--- src/rtl/dmac_pkg.sv ---
package dmac_pkg;

  localparam int DESC_WORDS  = 4;
  localparam int CNT_FIELD_W = 16;

  typedef enum logic [2:0] {
    ST_IDLE,
    ST_FETCH,
    ST_READ,
    ST_WRITE,
    ST_NEXT,
    ST_DONE
  } dmac_state_e;

  typedef struct packed {
    logic [CNT_FIELD_W-1:0] count;
    logic                   blk_irq;
    logic                   dst_inc;
    logic                   src_inc;
    logic [1:0]             bsize;
  } dmac_ctrl_t;

  // control word: [31:16] count, [4] block pulse, [3] dst inc, [2] src inc, [1:0] size
  function automatic dmac_ctrl_t decode_ctrl(input logic [31:0] w);
    dmac_ctrl_t r;
    r.count   = w[31:16];
    r.blk_irq = w[4];
    r.dst_inc = w[3];
    r.src_inc = w[2];
    r.bsize   = (w[1:0] == 2'd3) ? 2'd2 : w[1:0];
    return r;
  endfunction

  function automatic logic [2:0] beat_bytes(input logic [1:0] sz);
    case (sz)
      2'd0:    return 3'd1;
      2'd1:    return 3'd2;
      default: return 3'd4;
    endcase
  endfunction

  function automatic logic [31:0] lane_keep(input logic [1:0] sz, input logic [31:0] d);
    case (sz)
      2'd0:    return {24'h0, d[7:0]};
      2'd1:    return {16'h0, d[15:0]};
      default: return d;
    endcase
  endfunction

endpackage

--- src/rtl/dmac_desc_store.sv ---
module dmac_desc_store
  import dmac_pkg::*;
#(
  parameter int ADDR_W = 32,
  parameter int WORDS  = DESC_WORDS
) (
  input  logic                     clk,
  input  logic                     rst_n,
  input  logic                     cap_en,
  input  logic [$clog2(WORDS)-1:0] cap_idx,
  input  logic [31:0]              cap_word,
  output dmac_ctrl_t               ctrl_o,
  output logic [ADDR_W-1:0]        src_o,
  output logic [ADDR_W-1:0]        dst_o,
  output logic [ADDR_W-1:0]        next_o
);
  localparam int IDX_W = $clog2(WORDS);

  logic [31:0] word_q [WORDS];

  for (genvar g = 0; g < WORDS; g++) begin : g_word
    always_ff @(posedge clk or negedge rst_n) begin
      if (!rst_n) begin
        word_q[g] <= '0;
      end else if (cap_en && (cap_idx == IDX_W'(g))) begin
        word_q[g] <= cap_word;
      end
    end
  end

  assign ctrl_o = decode_ctrl(word_q[0]);
  assign src_o  = word_q[1][ADDR_W-1:0];
  assign dst_o  = word_q[2][ADDR_W-1:0];
  assign next_o = word_q[3][ADDR_W-1:0];

endmodule

--- src/rtl/dmac_addr_unit.sv ---
module dmac_addr_unit #(
  parameter int ADDR_W = 32
) (
  input  logic              clk,
  input  logic              rst_n,
  input  logic              load_en,
  input  logic [ADDR_W-1:0] load_val,
  input  logic              step_en,
  input  logic              inc_en,
  input  logic [2:0]        step_bytes,
  output logic [ADDR_W-1:0] addr_o
);
  logic [ADDR_W-1:0] addr_q;
  logic [ADDR_W-1:0] addr_d;
  logic              addr_en;

  always_comb begin
    addr_en = load_en || (step_en && inc_en);
    addr_d  = load_en ? load_val : (addr_q + ADDR_W'(step_bytes));
  end

  always_ff @(posedge clk or negedge rst_n) begin
    if (!rst_n) begin
      addr_q <= '0;
    end else if (addr_en) begin
      addr_q <= addr_d;
    end
  end

  assign addr_o = addr_q;

endmodule

--- src/rtl/dmac_beat_counter.sv ---
module dmac_beat_counter #(
  parameter int CNT_W = 16
) (
  input  logic             clk,
  input  logic             rst_n,
  input  logic             load_en,
  input  logic [CNT_W-1:0] load_val,
  input  logic             dec_en,
  output logic             last_o
);
  localparam int REM_W = CNT_W + 1;

  logic [REM_W-1:0] rem_q;
  logic [REM_W-1:0] rem_d;

  always_comb begin
    if (load_en) begin
      rem_d = (load_val == '0) ? {1'b1, {CNT_W{1'b0}}} : {1'b0, load_val};
    end else begin
      rem_d = rem_q - REM_W'(1);
    end
  end

  always_ff @(posedge clk or negedge rst_n) begin
    if (!rst_n) begin
      rem_q <= '0;
    end else if (load_en || dec_en) begin
      rem_q <= rem_d;
    end
  end

  assign last_o = (rem_q == REM_W'(1));

endmodule

--- src/rtl/dma_chain_engine.sv ---
module dma_chain_engine
  import dmac_pkg::*;
#(
  parameter int ADDR_W = 32
) (
  input  logic              clk,
  input  logic              rst_n,
  input  logic              trig_i,
  input  logic              halt_i,
  input  logic [ADDR_W-1:0] first_desc_i,
  output logic              mem_req_o,
  output logic              mem_we_o,
  output logic [ADDR_W-1:0] mem_addr_o,
  output logic [1:0]        mem_size_o,
  output logic [31:0]       mem_wdata_o,
  input  logic              mem_ack_i,
  input  logic [31:0]       mem_rdata_i,
  output logic              busy_o,
  output logic              blk_done_o,
  output logic              xfer_done_o
);
  localparam int IDX_W = $clog2(DESC_WORDS);
  localparam int CNT_W = CNT_FIELD_W;

  dmac_state_e       state_q, state_d;
  logic [IDX_W-1:0]  idx_q;
  logic [ADDR_W-1:0] desc_ptr_q;
  logic [31:0]       data_q;
  logic              abort_q;

  logic cap_en, blk_load, beat_step, data_en;
  logic ptr_first, ptr_next, idx_clr, idx_inc;
  logic abort_now, last_beat;

  dmac_ctrl_t        ctrl;
  logic [ADDR_W-1:0] src_init, dst_init, next_ptr;
  logic [ADDR_W-1:0] src_addr, dst_addr;
  logic [2:0]        step;

  dmac_desc_store #(.ADDR_W(ADDR_W), .WORDS(DESC_WORDS)) u_desc (
    .clk      (clk),
    .rst_n    (rst_n),
    .cap_en   (cap_en),
    .cap_idx  (idx_q),
    .cap_word (mem_rdata_i),
    .ctrl_o   (ctrl),
    .src_o    (src_init),
    .dst_o    (dst_init),
    .next_o   (next_ptr)
  );

  assign step = beat_bytes(ctrl.bsize);

  dmac_addr_unit #(.ADDR_W(ADDR_W)) u_src (
    .clk        (clk),
    .rst_n      (rst_n),
    .load_en    (blk_load),
    .load_val   (src_init),
    .step_en    (beat_step),
    .inc_en     (ctrl.src_inc),
    .step_bytes (step),
    .addr_o     (src_addr)
  );

  dmac_addr_unit #(.ADDR_W(ADDR_W)) u_dst (
    .clk        (clk),
    .rst_n      (rst_n),
    .load_en    (blk_load),
    .load_val   (dst_init),
    .step_en    (beat_step),
    .inc_en     (ctrl.dst_inc),
    .step_bytes (step),
    .addr_o     (dst_addr)
  );

  dmac_beat_counter #(.CNT_W(CNT_W)) u_cnt (
    .clk      (clk),
    .rst_n    (rst_n),
    .load_en  (blk_load),
    .load_val (ctrl.count),
    .dec_en   (beat_step),
    .last_o   (last_beat)
  );

  assign abort_now = abort_q || halt_i;

  // next-state logic
  always_comb begin
    state_d   = state_q;
    cap_en    = 1'b0;
    blk_load  = 1'b0;
    beat_step = 1'b0;
    data_en   = 1'b0;
    ptr_first = 1'b0;
    ptr_next  = 1'b0;
    idx_clr   = 1'b0;
    idx_inc   = 1'b0;
    case (state_q)
      ST_IDLE: begin
        if (trig_i && !halt_i) begin
          state_d   = ST_FETCH;
          ptr_first = 1'b1;
          idx_clr   = 1'b1;
        end
      end
      ST_FETCH: begin
        if (mem_ack_i) begin
          cap_en = 1'b1;
          if (idx_q == IDX_W'(DESC_WORDS - 1)) begin
            state_d  = ST_READ;
            blk_load = 1'b1;
          end else begin
            idx_inc = 1'b1;
          end
        end
      end
      ST_READ: begin
        if (mem_ack_i) begin
          data_en = 1'b1;
          state_d = ST_WRITE;
        end
      end
      ST_WRITE: begin
        if (mem_ack_i) begin
          beat_step = 1'b1;
          if (abort_now)      state_d = ST_IDLE;
          else if (last_beat) state_d = ST_NEXT;
          else                state_d = ST_READ;
        end
      end
      ST_NEXT: begin
        if (abort_now) begin
          state_d = ST_IDLE;
        end else if (next_ptr == '0) begin
          state_d = ST_DONE;
        end else begin
          state_d  = ST_FETCH;
          ptr_next = 1'b1;
          idx_clr  = 1'b1;
        end
      end
      ST_DONE: state_d = ST_IDLE;
      default: state_d = ST_IDLE;
    endcase
  end

  // registers
  always_ff @(posedge clk or negedge rst_n) begin
    if (!rst_n) begin
      state_q <= ST_IDLE;
    end else begin
      state_q <= state_d;
    end
  end

  always_ff @(posedge clk or negedge rst_n) begin
    if (!rst_n) begin
      idx_q <= '0;
    end else if (idx_clr) begin
      idx_q <= '0;
    end else if (idx_inc) begin
      idx_q <= idx_q + IDX_W'(1);
    end
  end

  always_ff @(posedge clk or negedge rst_n) begin
    if (!rst_n) begin
      desc_ptr_q <= '0;
    end else if (ptr_first) begin
      desc_ptr_q <= first_desc_i;
    end else if (ptr_next) begin
      desc_ptr_q <= next_ptr;
    end
  end

  always_ff @(posedge clk or negedge rst_n) begin
    if (!rst_n) begin
      data_q <= '0;
    end else if (data_en) begin
      data_q <= lane_keep(ctrl.bsize, mem_rdata_i);
    end
  end

  always_ff @(posedge clk or negedge rst_n) begin
    if (!rst_n) begin
      abort_q <= 1'b0;
    end else if (state_q == ST_IDLE) begin
      abort_q <= 1'b0;
    end else if (halt_i) begin
      abort_q <= 1'b1;
    end
  end

  // outputs
  always_comb begin
    mem_req_o   = (state_q == ST_FETCH) || (state_q == ST_READ) || (state_q == ST_WRITE);
    mem_we_o    = (state_q == ST_WRITE);
    mem_size_o  = (state_q == ST_FETCH) ? 2'd2 : ctrl.bsize;
    mem_wdata_o = (state_q == ST_WRITE) ? data_q : 32'h0;
    case (state_q)
      ST_FETCH: mem_addr_o = desc_ptr_q + ADDR_W'({idx_q, 2'b00});
      ST_WRITE: mem_addr_o = dst_addr;
      default:  mem_addr_o = src_addr;
    endcase
  end

  assign busy_o      = (state_q != ST_IDLE);
  assign blk_done_o  = (state_q == ST_NEXT) && ctrl.blk_irq;
  assign xfer_done_o = (state_q == ST_DONE);

endmodule

--- config.mk ---
export PLATFORM = sky130hd
export DESIGN_NAME = dma_chain_engine
export DESIGN_NICKNAME = d
export VERILOG_FILES = /design/src/rtl/dmac_pkg.sv /design/src/rtl/dmac_desc_store.sv /design/src/rtl/dmac_addr_unit.sv /design/src/rtl/dmac_beat_counter.sv /design/src/rtl/dma_chain_engine.sv
export SDC_FILE = /design/constraint.sdc
export NUM_CORES = 1
export LEC_CHECK = 0
export BUFFER_PORTS_ARGS = -buffer_cell sky130_fd_sc_hd__clkbuf_2
export CAP_MARGIN = 10
export CORE_MARGIN = 8
export CORE_UTILIZATION = 60
export CTS_BUF_LIST = sky130_fd_sc_hd__clkbuf_2
export DETAILED_ROUTE_END_ITERATION = 12
export GPL_ROUTABILITY_DRIVEN = 0
export GPL_TIMING_DRIVEN = 0
export PLACE_DENSITY_LB_ADDON = 0.08
export SYNTH_ARGS = -nofsm -noshare
export SYNTH_HDL_FRONTEND = slang
export SYNTH_SLANG_ARGS = --single-unit
export TNS_END_PERCENT = 5
--- constraint.sdc ---
create_clock -name clk -period 7.75 [get_ports clk]
set_input_delay 1.55 -clock clk [delete_from_list [all_inputs] [get_ports clk]]
set_output_delay 1.55 -clock clk [all_outputs]
set_load 0.01 [all_outputs]
# Word level (Yosys, flattened, before mapping)

Index checks and enable logic that the tools add are counted.

Mux-type cells: 42
Add/subtract/negate cells: 5
Eq/ne operators: 16
Reductions and logical operators: 25

Operators by type and width:

| cell                                                | count |
|---|---|
| two-way mux 32 bit                                  | 5 |
| case mux 32 bit (2 select lines)                    | 2 |
| adder 32 x 3 -> 32 bit                              | 2 |
| two-way mux 17 bit                                  | 2 |
| adder 32 x 4 -> 32 bit                              | 1 |
| zero test 32 bit                                    | 1 |
| two-way mux 3 bit                                   | 9 |
| == test 17 x 1 -> 1 bit (second input constant)     | 1 |
| two-way mux 1 bit                                   | 17 |
| subtractor 17 x 1 -> 17 bit (second input constant) | 1 |
| zero test 16 bit                                    | 1 |
| case mux 3 bit (5 select lines)                     | 1 |
| logical AND 1 bit                                   | 8 |
| two-way mux 2 bit                                   | 4 |
| inequality test 2 bit (second input constant)       | 4 |
| == test 2 bit (second input constant)               | 3 |
| == test 3 x 2 -> 1 bit (second input constant)      | 2 |
| == test 3 bit (second input constant)               | 2 |
| logical OR 1 bit                                    | 6 |
| case mux 3 bit (2 select lines)                     | 1 |
| nonzero test 2 bit                                  | 3 |
| AND reduction 5 bit                                 | 1 |
| == test 2 x 1 -> 1 bit (second input constant)      | 2 |
| zero test 2 bit                                     | 2 |
| other kinds (7)                                     | 7 |

Register bits: 279
Bits of input ports: 69
Word-level logic and storage cells: 100
Output and inout bits: 71

# Longest topological paths before layout

Depth in word-level cells: 6
Mapped depth: 12
Mapped depth without buffers: 9

# Cells and area by module

Synthesis repeated with hierarchy kept, for this count alone.

Cell total of the unflattened synthesis: 1,465
Area total of the unflattened synthesis: 14,823.0 sq um

Modules (own cells, without submodules):

| module            | cells each | sequential area each (sq um) | times used | area an instance (sq um) |
|---|---|---|---|---|
| dmac_desc_store   | 366        | 2,927.8                      | 1          | 5,206.2 |
| dma_chain_engine  | 531        | 1,751.7                      | 1          | 4,571.9 |
| dmac_addr_unit    | 227        | 800.8                        | 2          | 2,009.4 |
| dmac_beat_counter | 114        | 425.4                        | 1          | 1,026.0 |

# Worst setup path after synthesis

No wires, ideal clock.

Path type: register -> output
From: reg idx_q[0]
To: out mem_addr_o[26]
Arrival time: 2.112 ns
Stages on the path, launching flop included: 8
Setup slack: 4.088 ns
Cells stage by stage: dfrtp_1 ha_1 fa_1 nand4_1 nor4_1 nand4_1 xor2_1 o22ai_1

Longest elaborated chain between the ends: 2

Ends and longest elaborated chain:

| element                          | RTL line                | source |
|---|---|---|
| start, declared                  | dma_chain_engine.sv:26  | `logic [IDX_W-1:0] idx_q;` |
| start signal, assigned           | dma_chain_engine.sv:162 | `idx_q <= idx_q + IDX_W'(1);` |
| adder 32 x 4 -> 32 bit           | dma_chain_engine.sv:201 | `ST_FETCH: mem_addr_o = desc_ptr_q + ADDR_W'({idx_q, 2'b00});` |
| case mux 32 bit (2 select lines) | dma_chain_engine.sv:200 | `case (state_q)` |
| end, declared                    | dma_chain_engine.sv:13  | `output logic [ADDR_W-1:0] mem_addr_o,` |

No other way between the ends.

# Worst setup path after layout

From: reg state_q[1]
To: out mem_addr_o[16]

Longest elaborated chain between the ends: 2
Elaborated cells between the ends (all ways): 3
Those cells by class: eq/ne: 2; mux: 1

Ends and longest elaborated chain:

| element                                                                 | RTL line                | source |
|---|---|---|
| start, declared                                                         | dma_chain_engine.sv:25  | `dmac_state_e state_q, state_d;` |
| start signal, assigned                                                  | dma_chain_engine.sv:152 | `state_q <= state_d;` |
| == test 3 x 2 -> 1 bit / == test 3 x 1 -> 1 bit (equally long branches) | dma_chain_engine.sv:200 |  |
| case mux 32 bit (2 select lines) *                                      | dma_chain_engine.sv:200 |  |

Mark *: on every way between the ends. The rest lies on a longest branch, timed or not.

==> impl_metrics.env <==
export IMPL_placedInstanceArea_um2=15200
export IMPL_drtIter0Drc=1445
export IMPL_first_global_vias=12840
export IMPL_top_level_ports=140
export IMPL_gr_util_all_layers=0.3302
export IMPL_post_cts_repair_setup_buffers=0
export IMPL_cts_tree="built"
export IMPL_tightestPinTransition_ps=1161
export IMPL_route_vias_total=12890
export IMPL_end_kind="primary output"
export IMPL_fin_crit_sh=0.7028
export IMPL_final_area_um2=15810
export IMPL_ctsHtreeMaxLevel=3
export IMPL_timing_critical_path_required_ps=6200
export IMPL_numPortBuffers=139
export IMPL_post_synth_instance_area_um2=14030
export IMPL_detail_route_vias_per_cell=6.354
export IMPL_ys_seq_area_frac=0.4781
export IMPL_grt_remaining_overflow=0
export IMPL_grt_antenna_before_repair=1
export IMPL_post_layout_total_power_mw=6.124
export IMPL_slew_limit_headroom=0.2187
export IMPL_worstHoldPathType="reg -> reg"
export IMPL_kind_of_critical_path="reg -> out"
export IMPL_hold_ws_ps=467.3
export IMPL_synth_top_flop_cell="dfrtp_1"
export IMPL_synth_edff_count=0
export IMPL_synth_cells=1444
export IMPL_floorplan_rows=56
export IMPL_dp_hpwl_um=34020
export IMPL_synth_ff_latch_count=268
export IMPL_global_route_wire_length_before_repair_um=72580
export IMPL_first_pass_iters=5
export IMPL_synth_lib_cells_used_distinct=64
export IMPL_die_width_um=168.9
export IMPL_synth_cells_most_frequent="dfrtp_1, nand2_1, mux2_2, o21ai_0, clkbuf_1"
export IMPL_finish_utilization=0.6816
export IMPL_cts_root_buffer_cell="clkbuf_2"
export IMPL_synth_fp_nets=1526
export IMPL_synth_top_cells_by_area="dfrtp_1, mux2_2, nand2_1, o21ai_0, xnor2_1"
export IMPL_cellLeakagePower_nw=7.171
export IMPL_clkLatencyLatePin_ps=860
export IMPL_avgSynthCellArea_um2=9.715
export IMPL_finalWorstPathRequiredPeriod_ps=5447
export IMPL_clock_buffer_count_from_cts=73
export IMPL_cts_sinks=268
export IMPL_ant_nets=0
export IMPL_slew_viols_final=0
export IMPL_initial_core_util=0.6049
export IMPL_vdd_ir_drop_max_mv=0.2263
export IMPL_area_growth_synth_to_final_pct=12.68
export IMPL_yosysMostFrequentCell="dfrtp_1"
export IMPL_post_cts_hold_buffer_count=0
export IMPL_finClkSkew_ps=69.40
export IMPL_floorplan_die_area_um2=28530
export IMPL_die_height_um=168.9
export IMPL_outcome="finished, final reports clean"
export IMPL_drv_cap=0
export IMPL_clk_transition_reported_paths_ps=100
export IMPL_synth_async_sr_flop_share=1.000
export IMPL_design_core_area_um2=23190
export IMPL_power_density_cell_area_nw_per_um2=387.4
export IMPL_cts_max_path_buffers=3
export IMPL_crit_path_max_fanout=10
export IMPL_post_cts_resized=0
export IMPL_critical_path_at_ps=3900
export IMPL_setup_viol=0
export IMPL_final_net_count=1744
export IMPL_critPathLaunchType="flip-flop"
export IMPL_synth_area_leader_cell="dfrtp_1"
export IMPL_route_final_wire_length_um=46470
export IMPL_post_synth_top_area_fraction=0.4781
export IMPL_wl_per_cell_um=22.90
export IMPL_yosys_warnings=0
export IMPL_setup_repair_after_global_routing_missed_its_margin="false"
export IMPL_maximum_number_of_pins_on_one_net_before_global_route_repair=104
export IMPL_hold_viol=0
export IMPL_number_of_drc_violations_after_detailed_routing=0
export IMPL_setup_tns_ps=0
export IMPL_fmax_mhz=183.6
export IMPL_layout_drive_gt1_share=0.2487
## layout make-up
cell class                      instances  area [um^2]
Tap cell                              319        399.1
Inverter                               11        41.29
Buffer                                 95        365.4
Fill cell                            1986         7385
Multi-Input combinational cell       1070         6915
Timing Repair Buffer                  143        775.7
Clock buffer                          108        540.5
Antenna cell                            1        2.502
Sequential cell                       268         6706
Clock inverter                         14        61.31
## final timing paths
check / start / end / slack [ps] / cells past startpoint
max: state_q[1]$_DFFE_PN0P_ / mem_addr_o[16] / 2300 / 7
min: u_desc.src_o[6]$_DFFE_PN0P_ / u_src.addr_o[6]$_DFFE_PN0P_ / 470 / 2
max reg2reg: u_desc.word_q[97]$_DFFE_PN0P_ / u_dst.addr_o[26]$_DFFE_PN0P_ / 3810 / 12
min reg2reg: u_desc.src_o[6]$_DFFE_PN0P_ / u_src.addr_o[6]$_DFFE_PN0P_ / 470 / 2
max in group asynchronous: rst_n / u_desc.src_o[14]$_DFFE_PN0P_ / 5940 / 2
min in group asynchronous: rst_n / u_cnt.rem_q[5]$_DFFE_PN0P_ / 810 / 1
## placed cells by master (no fill, tap or decap), types with 23 or more instances in the layout
master,instances
a21oi_1,42
and3_1,52
clkbuf_1,71
clkbuf_2,248
dfrtp_1,268
mux2_2,155
nand2_1,263
nand3_1,51
nand4_1,33
nor2_1,62
nor3_1,23
nor4_1,33
o21ai_0,106
xnor2_1,43
## logic make-up (layout without fill, tap and decap cells)
logic type               count (synthesis)  in the layout  synth area share
adder cells (fa/ha/maj)                 13             13           0.01213
buffers and inverters                  106            371           0.02899
XOR/XNOR                                62             62           0.03871
flip-flops                             268            268            0.4781
AND/OR/NAND/NOR                        573            573            0.1957
other                                    0              1                 0
AO/OA/AOI/OAI                          253            253            0.1120
multiplexers                           169            169            0.1344
## sequential cells by signal (all words and copies together), names as in the netlist
register	flops
data_q	32
desc_ptr_q	32
u_desc.dst_o	32
u_desc.next_o	32
u_desc.src_o	32
u_dst.addr_o	32
u_src.addr_o	32
u_desc.ctrl_o	19
u_cnt.rem_q	17
state_q	3
idx_q	2
u_desc.word_q	2
abort_q	1
## where the power goes
group / switching (mW) / total [mW] / internal (mW)
Sequential: 0.588 / 2.60 / 2.01
Combinational: 1.50 / 2.55 / 1.05
Clock: 0.603 / 0.970 / 0.367
## metal layers
metal | part of all wire | up-vias | GRT usage
li1 | - | 5666 | -
met1 | 0.39 | 6275 | 0.4354
met2 | 0.44 | 767 | 0.4881
met3 | 0.098 | 185 | 0.06662
met4 | 0.069 | 0 | 0.2217
met5 | 0 | - | 0
## stage by stage
| step | instances | setup WS [ps] |
|---|---|---|
| finish | 2029 | 2303 |
| global route | 2029 | 2306 |
| CTS | 2027 | 2298 |
| detailed placement | 1905 | 3215 |
| global placement | 1902 | -424.7 |
| floorplan | 1444 | 4088 |
## worst max-delay path: stages (launching register included)
cell	delay [ps]
dfrtp_1	330
buf_2	190
clkbuf_1	610
clkbuf_1	660
clkbuf_1	610
a21oi_1	210
o22ai_1	250
clkbuf_2	190
Power figures use the tool's default switching activity.
